`src/rtl/mix_pkg.sv`:
```
package mix_pkg;
  localparam int CW      = 4;
  localparam int RGBW    = 3 * CW;
  localparam int PAL_N   = 32;
  localparam int PAL_AW  = $clog2(PAL_N);
  localparam int NPL     = 6;
  localparam int NPAIR   = 4;
  localparam int NSPR    = 2 * NPAIR;
  localparam int PAIR_W  = $clog2(NPAIR);
  localparam int SPR_BASE = 16;

  typedef logic [RGBW-1:0] rgb_t;

  typedef enum logic [1:0] {
    MODE_SINGLE = 2'd0,
    MODE_DUAL   = 2'd1,
    MODE_HAM    = 2'd2
  } mix_mode_e;

  function automatic rgb_t halve_rgb(input rgb_t c);
    rgb_t r;
    for (int k = 0; k < 3; k++) r[k*CW +: CW] = c[k*CW +: CW] >> 1;
    return r;
  endfunction
endpackage

```
`src/rtl/mix_palette.sv`:
```
module mix_palette
  import mix_pkg::*;
#(
  parameter int N  = PAL_N,
  parameter int W  = RGBW,
  parameter int NR = 2
) (
  input  logic                         clk,
  input  logic                         rst_n,
  input  logic                         we,
  input  logic [$clog2(N)-1:0]         waddr,
  input  logic [W-1:0]                 wdata,
  input  logic [NR*$clog2(N)-1:0]      raddr,
  output logic [NR*W-1:0]              rdata,
  output logic [W-1:0]                 entry0
);
  localparam int AW = $clog2(N);

  logic [W-1:0] mem [N];

  always_ff @(posedge clk or negedge rst_n) begin
    if (!rst_n) begin
      for (int i = 0; i < N; i++) mem[i] <= '0;
    end else if (we) begin
      mem[waddr] <= wdata;
    end
  end

  for (genvar r = 0; r < NR; r++) begin : g_rd
    assign rdata[r*W +: W] = mem[raddr[r*AW +: AW]];
  end

  assign entry0 = mem[0];

  // a write is visible from the following cycle
  a_r3_write_lands: assert property (@(posedge clk) disable iff (!rst_n)
    we |=> mem[$past(waddr)] == $past(wdata));
endmodule

```
`src/rtl/mix_playfield.sv`:
```
module mix_playfield
  import mix_pkg::*;
(
  input  logic [NPL-1:0]    planes,
  input  logic [1:0]        mode,
  input  logic [2:0]        plane_cnt,
  input  logic              b_front,
  input  rgb_t              carry,
  input  rgb_t              pal_rd,
  output logic [PAL_AW-1:0] pal_idx,
  output rgb_t              pf_rgb,
  output logic              opq_a,
  output logic              opq_b
);
  logic [NPL-1:0] pl;
  logic [2:0]     pf_a, pf_b;
  logic [1:0]     ham_op;
  logic [CW-1:0]  ham_d;

  // planes at or above the active count read as zero
  for (genvar i = 0; i < NPL; i++) begin : g_mask
    assign pl[i] = planes[i] && (i < int'(plane_cnt));
  end

  assign pf_a   = {pl[4], pl[2], pl[0]};
  assign pf_b   = {pl[5], pl[3], pl[1]};
  assign ham_op = pl[5:4];
  assign ham_d  = pl[3:0];

  always_comb begin
    pal_idx = '0;
    pf_rgb  = pal_rd;
    opq_a   = 1'b0;
    opq_b   = |pl;
    unique case (mode)
      MODE_DUAL: begin
        opq_a = |pf_a;
        opq_b = |pf_b;
        if (b_front) pal_idx = (|pf_b) ? {2'b01, pf_b} : {2'b00, pf_a};
        else         pal_idx = (|pf_a) ? {2'b00, pf_a} : ((|pf_b) ? {2'b01, pf_b} : '0);
        pf_rgb = pal_rd;
      end
      MODE_HAM: begin
        pal_idx = {1'b0, ham_d};
        unique case (ham_op)
          2'b00: pf_rgb = pal_rd;
          2'b01: pf_rgb = {carry[11:4], ham_d};
          2'b10: pf_rgb = {ham_d, carry[7:0]};
          default: pf_rgb = {carry[11:8], ham_d, carry[3:0]};
        endcase
      end
      default: begin
        pal_idx = pl[4:0];
        pf_rgb  = pl[5] ? halve_rgb(pal_rd) : pal_rd;
      end
    endcase
  end

  // a transparent dual-mode pixel must index the background entry
  always_comb begin
    if (mode == MODE_DUAL && !opq_a && !opq_b)
      a_r10_bg_idx: assert (pal_idx == '0);
  end
endmodule

```
`src/rtl/mix_sprite.sv`:
```
module mix_sprite
  import mix_pkg::*;
(
  input  logic [2*NSPR-1:0] spr,
  input  logic [NPAIR-1:0]  attach,
  output logic              hit,
  output logic [PAIR_W-1:0] pair,
  output logic [PAL_AW-1:0] pal_idx
);
  logic [NPAIR-1:0]  p_hit;
  logic [PAL_AW-1:0] p_idx [NPAIR];

  for (genvar n = 0; n < NPAIR; n++) begin : g_pair
    logic [1:0] ev, od;
    logic [3:0] joined;
    assign ev     = spr[4*n +: 2];
    assign od     = spr[4*n+2 +: 2];
    assign joined = {od, ev};
    always_comb begin
      if (attach[n]) begin
        p_hit[n] = |joined;
        p_idx[n] = PAL_AW'(SPR_BASE) + PAL_AW'(joined);
      end else begin
        p_hit[n] = |ev || |od;
        p_idx[n] = PAL_AW'(SPR_BASE + 4*n) + PAL_AW'((|ev) ? ev : od);
      end
    end
  end

  // the lowest-numbered visible pair wins
  always_comb begin
    hit     = 1'b0;
    pair    = '0;
    pal_idx = '0;
    for (int n = NPAIR - 1; n >= 0; n--) begin
      if (p_hit[n]) begin
        hit     = 1'b1;
        pair    = PAIR_W'(n);
        pal_idx = p_idx[n];
      end
    end
  end

  always_comb begin
    if (hit) a_r11_spr_range: assert (pal_idx >= PAL_AW'(SPR_BASE));
  end
endmodule

```
`src/rtl/pf_colour_mixer.sv`:
```
module pf_colour_mixer
  import mix_pkg::*;
(
  input  logic               clk,
  input  logic               rst_n,
  input  logic               pal_we,
  input  logic [PAL_AW-1:0]  pal_addr,
  input  logic [RGBW-1:0]    pal_data,
  input  logic [1:0]         mode,
  input  logic [2:0]         plane_cnt,
  input  logic               pf2_front,
  input  logic [2:0]         pf1_code,
  input  logic [2:0]         pf2_code,
  input  logic [NPAIR-1:0]   attach,
  input  logic               in_valid,
  output logic               in_ready,
  input  logic [NPL-1:0]     in_planes,
  input  logic [2*NSPR-1:0]  in_spr,
  input  logic               in_window,
  output logic               out_valid,
  input  logic               out_ready,
  output logic [RGBW-1:0]    out_rgb
);
  rgb_t              carry_q, pf_rgb, spr_rgb, ent0, mix_rgb, carry_nxt;
  logic [PAL_AW-1:0] pf_idx, spr_idx;
  logic [2*RGBW-1:0] rd_flat;
  logic              opq_a, opq_b, spr_hit, pf_front, show_spr, accept;
  logic [PAIR_W-1:0] spr_pair;

  mix_palette #(.N(PAL_N), .W(RGBW), .NR(2)) u_pal (
    .clk(clk), .rst_n(rst_n), .we(pal_we), .waddr(pal_addr), .wdata(pal_data),
    .raddr({spr_idx, pf_idx}), .rdata(rd_flat), .entry0(ent0)
  );

  assign spr_rgb = rd_flat[RGBW +: RGBW];

  mix_playfield u_pf (
    .planes(in_planes), .mode(mode), .plane_cnt(plane_cnt), .b_front(pf2_front),
    .carry(carry_q), .pal_rd(rd_flat[0 +: RGBW]), .pal_idx(pf_idx),
    .pf_rgb(pf_rgb), .opq_a(opq_a), .opq_b(opq_b)
  );

  mix_sprite u_spr (
    .spr(in_spr), .attach(attach), .hit(spr_hit), .pair(spr_pair), .pal_idx(spr_idx)
  );

  // playfield in front of pair n when its code is at most n
  assign pf_front  = (opq_a && pf1_code <= {1'b0, spr_pair}) ||
                     (opq_b && pf2_code <= {1'b0, spr_pair});
  assign show_spr  = in_window && spr_hit && !pf_front;
  assign mix_rgb   = !in_window ? ent0 : (show_spr ? spr_rgb : pf_rgb);
  assign carry_nxt = in_window ? pf_rgb : ent0;

  assign in_ready = !out_valid || out_ready;
  assign accept   = in_valid && in_ready;

  always_ff @(posedge clk or negedge rst_n) begin
    if (!rst_n) begin
      out_valid <= 1'b0;
      out_rgb   <= '0;
      carry_q   <= '0;
    end else begin
      if (accept) begin
        out_valid <= 1'b1;
        out_rgb   <= mix_rgb;
        carry_q   <= carry_nxt;
      end else if (out_ready) begin
        out_valid <= 1'b0;
      end
    end
  end

  a_r2_hold: assert property (@(posedge clk) disable iff (!rst_n)
    out_valid && !out_ready |=> out_valid && $stable(out_rgb));

  a_r2_fill: assert property (@(posedge clk) disable iff (!rst_n)
    accept |=> out_valid);

  a_r4_border: assert property (@(posedge clk) disable iff (!rst_n)
    accept && !in_window |=> out_rgb == $past(ent0));

  a_r9_keep_rg: assert property (@(posedge clk) disable iff (!rst_n)
    accept && in_window && !show_spr && mode == MODE_HAM && plane_cnt >= 3'd6 &&
    in_planes[5:4] == 2'b01 |=> out_rgb[11:4] == $past(carry_q[11:4]));
endmodule

```
`config.mk`:
```
export PLATFORM = sky130hd
export DESIGN_NAME = pf_colour_mixer
export DESIGN_NICKNAME = d
export VERILOG_FILES = /design/src/rtl/mix_pkg.sv /design/src/rtl/mix_palette.sv /design/src/rtl/mix_playfield.sv /design/src/rtl/mix_sprite.sv /design/src/rtl/pf_colour_mixer.sv
export SDC_FILE = /design/constraint.sdc
export NUM_CORES = 1
export LEC_CHECK = 0
export BUFFER_PORTS_ARGS = -buffer_cell sky130_fd_sc_hd__buf_2
export CAP_MARGIN = 20
export CORE_MARGIN = 10
export CORE_UTILIZATION = 50
export DETAILED_ROUTE_END_ITERATION = 16
export HOLD_SLACK_MARGIN = 0.1
export PLACE_DENSITY = 0.7
export SYNTH_ARGS = -nofsm -noshare
export SYNTH_HDL_FRONTEND = slang
export SYNTH_SLANG_ARGS = --single-unit
```
`constraint.sdc`:
```
create_clock -name clk -period 3.1 [get_ports clk]
set_input_delay 0.465 -clock clk [delete_from_list [all_inputs] [get_ports clk]]
set_output_delay 0.465 -clock clk [all_outputs]
set_load 0.02 [all_outputs]
```
# Word-level counts from Yosys, hierarchy flattened
# Index checks and enable logic that the tools add are counted.
# word_totals
regBits	409
inputBits	61
output_inout_bits	14
word_cells	147
# classes
addsub	8
n_lt_le_gt_ge	12
n_eq_ne	4
n_mux	48
bitwise	3
n_reduce_logical	37
# op_table
operator	count
bitwise mux 384 bit	1
binary-select mux 12 bit (select 5 bit)	2
two-way mux 12 bit	9
demux 12 bit (select 5 bit)	1
two-way mux 5 bit	10
case mux 12 bit (3 select lines)	1
case mux 12 bit (2 select lines)	1
adder 5 x 4 -> 5 bit (first input constant)	4
adder 5 bit (first input constant)	4
greater-or-equal comparator 6 bit (second input constant)	3
NOT 5 -> 6 bit	3
two-way mux 2 bit	8
OR reduction 2 bit	8
OR reduction 4 bit	4
logical AND 1 bit	12
two-way mux 1 bit	12
case mux 5 bit (2 select lines)	1
two-way mux 4 bit	2
<= comparator 3 x 2 -> 1 bit	2
logical OR 1 bit	6
less-than comparator 1 x 3 -> 1 bit (first input constant)	2
less-than comparator 2 x 3 -> 1 bit (first input constant)	2
less-than comparator 3 bit (first input constant)	2
less-than comparator 6 x 1 -> 1 bit (second input constant)	1
7 further kinds	11

# Longest topological paths before layout
# logic_depth
word_depth	15
mapped_depth	17
depth_no_buf	14

# Cells and area by module
# A second synthesis with hierarchy kept.
# hier_totals
hier_cells	2073
hier_area_um2	24086.9
# by_module_without_submodules
module	instances	cells_each	area_each_um2	seq_area_each_um2
mix_palette	1	1749	21460.6	9609.2
pf_colour_mixer	1	168	1559.0	625.6
mix_playfield	1	113	788.3	0.0
mix_sprite	1	43	279.0	0.0

# Least setup slack after synthesis
# Ideal clock, no wire load.
# synth_path
path_type	input to register
startpoint	in mode[0]
endpoint	reg out_rgb[6]
setup_ns	0.159
t_arrival_ns	3.254
required_time_ns	2.941
slack_ns	-0.313
stages	15
n_path_buf	4
path_cell_list	inv_1 ha_1 and2b_1 buf_2 nor2_1 a211oi_1 buf_2 buf_2 buf_2 mux4_2 a222oi_1 nand2_1 o2111a_1 a21oi_1 a41oi_1
# synth_between
elab_chain_cells	10
elab_cells_between_ends	19
classes_between	eq/ne: 2; mux: 11; bitwise: 1; reduce/logical: 5
# synth_lines
item	line_no	source
start, declared	pf_colour_mixer.sv:9	input logic [1:0] mode,
equality test 2 bit or equality test 2 x 1 -> 1 bit (tied branches)	mix_playfield.sv:35	unique case (mode)
case mux 5 bit (2 select lines)	mix_playfield.sv:35	
NOT 5 -> 6 bit (not written as such)	mix_palette.sv:30	assign rdata[r*W +: W] = mem[raddr[r*AW +: AW]];
binary-select mux 12 bit (select 5 bit)	mix_palette.sv:30	
two-way mux 12 bit (not written as such) (2 in series)	mix_palette.sv:30	
case mux 12 bit (3 select lines) or two-way mux 12 bit (tied branches)	mix_playfield.sv:45, mix_playfield.sv:54	
case mux 12 bit (2 select lines)	mix_playfield.sv:35	
two-way mux 12 bit * (2 in series)	pf_colour_mixer.sv:51	assign mix_rgb = !in_window ? ent0 : (show_spr ? spr_rgb : pf_rgb);
end signal, assigned	pf_colour_mixer.sv:65	out_rgb <= mix_rgb;
end, declared	pf_colour_mixer.sv:22	output logic [RGBW-1:0] out_rgb
# Mark *: on every way between the ends. The rest lies on a longest branch, timed or not. The select of a mux whose other input is x is not followed.
# A chain may end at the register's enable or synchronous reset.

# Worst setup path in the final report
# layout_path
startpoint	in mode[1]
endpoint	reg carry_q[11]
# layout_between
elab_chain_cells	9
elab_cells_between_ends	11
classes_between	eq/ne: 2; mux: 8; bitwise: 1
# layout_lines
item	line_no	source
equality test 2 bit or equality test 2 x 1 -> 1 bit (tied branches)	mix_playfield.sv:35	
case mux 5 bit (2 select lines)	mix_playfield.sv:35	
NOT 5 -> 6 bit (not written as such)	mix_palette.sv:30	
binary-select mux 12 bit (select 5 bit)	mix_palette.sv:30	
two-way mux 12 bit (not written as such) (2 in series)	mix_palette.sv:30	
case mux 12 bit (3 select lines) or two-way mux 12 bit (tied branches)	mix_playfield.sv:45, mix_playfield.sv:54	
case mux 12 bit (2 select lines) *	mix_playfield.sv:35	
two-way mux 12 bit *	pf_colour_mixer.sv:52	assign carry_nxt = in_window ? pf_rgb : ent0;
end signal, assigned	pf_colour_mixer.sv:66	carry_q <= carry_nxt;
end, declared	pf_colour_mixer.sv:24	rgb_t carry_q, pf_rgb, spr_rgb, ent0, mix_rgb, carry_nxt;
# Marks and branches as above.

==> reports/results.txt <==
Period Utilization, post-route = 0.9872
Leak = 12.39 nW
Area grow syn2layout = 21.22%
Synth Flop Type = dfrtp_1
Final Hold Fails = 0
Critical Path Start = mode[1]
Worst EP required = 3.56 ns
Final nets = 2362
Family with the most delay on the worst path = compound AO/OA/AOI/OAI gates
Initial drt markers = 1785
Detail-routed via count per cell = 6.357
DRC viols = 0
Area share of the largest cell type after synthesis = 0.4544
Synth Instances = 2045
Critical-path cell list = buf_2 -> ha_4 -> and2b_2 -> o2111ai_1 -> o22a_2 -> buf_4 -> buf_4 -> and3_1 -> a211oi_1 -> a311oi_1 -> a311o_1 -> a311o_1 -> a21oi_1 -> o21ai_0
HP Class = in2reg
Max-cap violations = 0
Crit path max fanout = 4
# diodes = 0
Yosys warns = 0
Reg-to-Reg End = out_rgb[2]
CP Capture Type = flop
Area contributors post-synth = dfrtp_1 (45%), mux2_2 (21%), mux2i_1 (7.6%), nand2_1 (3.7%), nand3_1 (2.3%)
Total wire length = 79.15 mm
Power per cell area = 611.6 nW/um2
Cell taking the most area after synthesis = dfrtp_1
CTS tree = yes
Clk sinks = 409
Layout cells sized above 1 = 0.3956
CP max stage delay = 0.44 ns
Gpl congestion = 1.056
Total number of vias = 18563
H-tree Lvls = 2
Post-place setup slack = -0.6664 ns
Starting Density = 0.5071
Clk root buf = clkbuf_16
Worst skew pair latency = 0.60 ns
Max-slew violations = 0
Clock Path Buffers = 3
Fin Clk Skew = 0.02640 ns
Register area share after synthesis = 0.4544
Cell count along the critical path = 14
FP Rows = 77
Filler Cells Inserted = 3584
Wire per inst = 27.11 um
Tightest Pin Transition = 0.8753 ns
Worst R2R Setup Slack = 0.71 ns
Share of flip-flops with an asynchronous set or reset = 1.000
Core area = 44410 um2
Num CTS Buffers = 45
Maximum VDD drop = 0.0004825 V
Slew HR = 0.4150
Crit Path Class = in2reg
Initial antenna violation count = 3
Mapped Area = 22520 um2
EDFF count, synth = 0
Height of the die = 232.2 um
RSZ-0062 raised after global routing = yes
Pre-antenna DRT Iters = 5
All-Layer GR Usage = 0.2880
WHS = 0.2112 ns
Synthesized flop and latch total = 409
Die width = 232.2 um
Clk slew on worst S/H paths = 0.06 ns
CP max-delay cell = a311o_1
Die ar. = 53940 um2
First-pass GRT wire length = 118.8 mm
Layout Utilization = 0.6147
Fin cells = 2920
Crit path capture = carry_q[11]
CP bufs+invs = 3
Reg-to-Reg Start = u_pal.mem[278]
Reg2Reg Depth = 10
HPWL after DPL = 55.67 mm
Number of global-route vias before repair = 18821
Yosys cell types = 83
Post-layout min period = 3.060 ns
Status = finished, final reports clean
I/O pin total = 75
Number of port buffers = 74
# placed instances = 2822
Mean Syn Cell Area = 11.01 um2
Total congestion overflow = 0
Largest net degree at the start of global routing = 89
Synth Net Count = 2112
ANT nets after route = 0
Final setup viols = 0
Max Clock Freq = 326.8 MHz
Crit path DAT = 3.52 ns
Final worst slack = 0.03966 ns
Startpoint types = primary input
[worst min-delay path by stage]
stage / endpoint / cells past startpoint / slack [ns] / startpoint
after global placement: u_pal.mem[80] / 1 / 0.45 / rst_n
after floorplan: carry_q[0] / 0 / 0.17 / rst_n
after global routing: out_valid / 3 / 0.24 / out_ready
after CTS: out_valid / 3 / 0.20 / out_ready
final: out_valid / 3 / 0.21 / out_ready
after detailed placement: u_pal.mem[134] / 1 / 0.45 / rst_n
[through the flow]
stage          power (mW)  setup TNS, ns  cell area, um2
6_report            16.70              0           27300
4_1_cts             16.56              0           27020
3_5_place_dp        11.20         -12.90           25510
5_1_grt             17.34       -0.01097           27300
3_3_place_gp        11.06         -12.23           25510
2_1_floorplan       9.476      -0.004168           22590
[registers in the layout, summed over array words and instances, names as in the netlist]
signal        count
u_pal.mem       372
out_valid         1
out_rgb          12
carry_q          12
u_pal.entry0     12
[cell type report]
class,count,area [um2],share of cell area
multi-input combinational,1445,11730,0.4295
sequential,409,10230,0.3749
clock inverter,15,143.9,0.005270
timing repair buffer,378,3105,0.1137
clock buffer,65,1291,0.04729
tap,592,740.7,0.02713
inverter,16,60.06,0.002200
[routing by layer]
| layer | GRT usage | share of wire | routed length [um] |
|---|---|---|---|
| met1 | 0.3723 | 0.41 | 32550 |
| met2 | 0.4672 | 0.47 | 37190 |
| met3 | 0.05399 | 0.077 | 6075 |
| met4 | 0.1178 | 0.042 | 3320 |
| met5 | 0 | 0.00018 | 14 |
[synth_stat cells (all sizes together) (7+ instances only)]
| library cell | instances |
|---|---|
| mux2 | 418 |
| dfrtp | 409 |
| nand2 | 222 |
| mux2i | 172 |
| clkbuf | 115 |
| nand3 | 104 |
| nor2 | 79 |
| a21oi | 60 |
| buf | 60 |
| o21ai | 49 |
| a211oi | 47 |
| and3 | 29 |
| a31oi | 21 |
| inv | 16 |
| o211ai | 16 |
| nand4 | 15 |
| a2111oi | 11 |
| mux4 | 11 |
| nor3 | 11 |
| nor3b | 11 |
| nor2b | 9 |
| a211o | 8 |
| a32oi | 8 |
| a22o | 7 |
| a311oi | 7 |
| nand2b | 7 |
| nand3b | 7 |
| o211a | 7 |
| o22ai | 7 |
[cell families (layout without fill, tap and decap cells)]
kind of cell | count (synthesis) | count (layout) | synth area share
AOI/OAI and AO/OA | 321 | 321 | 0.1028
adders and majority gates | 6 | 6 | 0.003333
and+or+nand+nor | 517 | 517 | 0.1071
muxes | 601 | 601 | 0.2964
DFF | 409 | 409 | 0.4544
buffers and inverters | 191 | 474 | 0.03589
[cells in the final DEF (no fill, tap or decap), types with 43 or more instances in the layout]
master / count
buf_4: 265
mux2_2: 417
buf_2: 73
a21oi_1: 58
mux2i_1: 171
nand2_1: 220
nand3_1: 103
clkbuf_16: 47
nor2_1: 74
a211oi_1: 43
dfrtp_1: 409
o21ai_0: 45
[tightest hold or removal path, stage by stage]
cell and delay [ns]:
buf_2 0.07, nand2b_1 0.15, nand2b_1 0.07
[where the power goes]
part           internal (mW)  switching, mW
Sequential              6.38          0.797
Clock                   3.06           2.29
Combinational           2.09           2.08
[repair_timing]
| item | CTS | global route |
|---|---|---|
| cloned | 0 | 2 |
| setup endpoints to repair | 6 | 22 |
| setup buffers | 4 | 11 |
| endpoints found under the hold margin | 50 | 0 |
| pin swaps | 1 | 10 |
| gates resized for setup | 5 | 24 |
| hold buffers | 2 | 0 |
No activity file was read; power rests on OpenSTA's default activity.
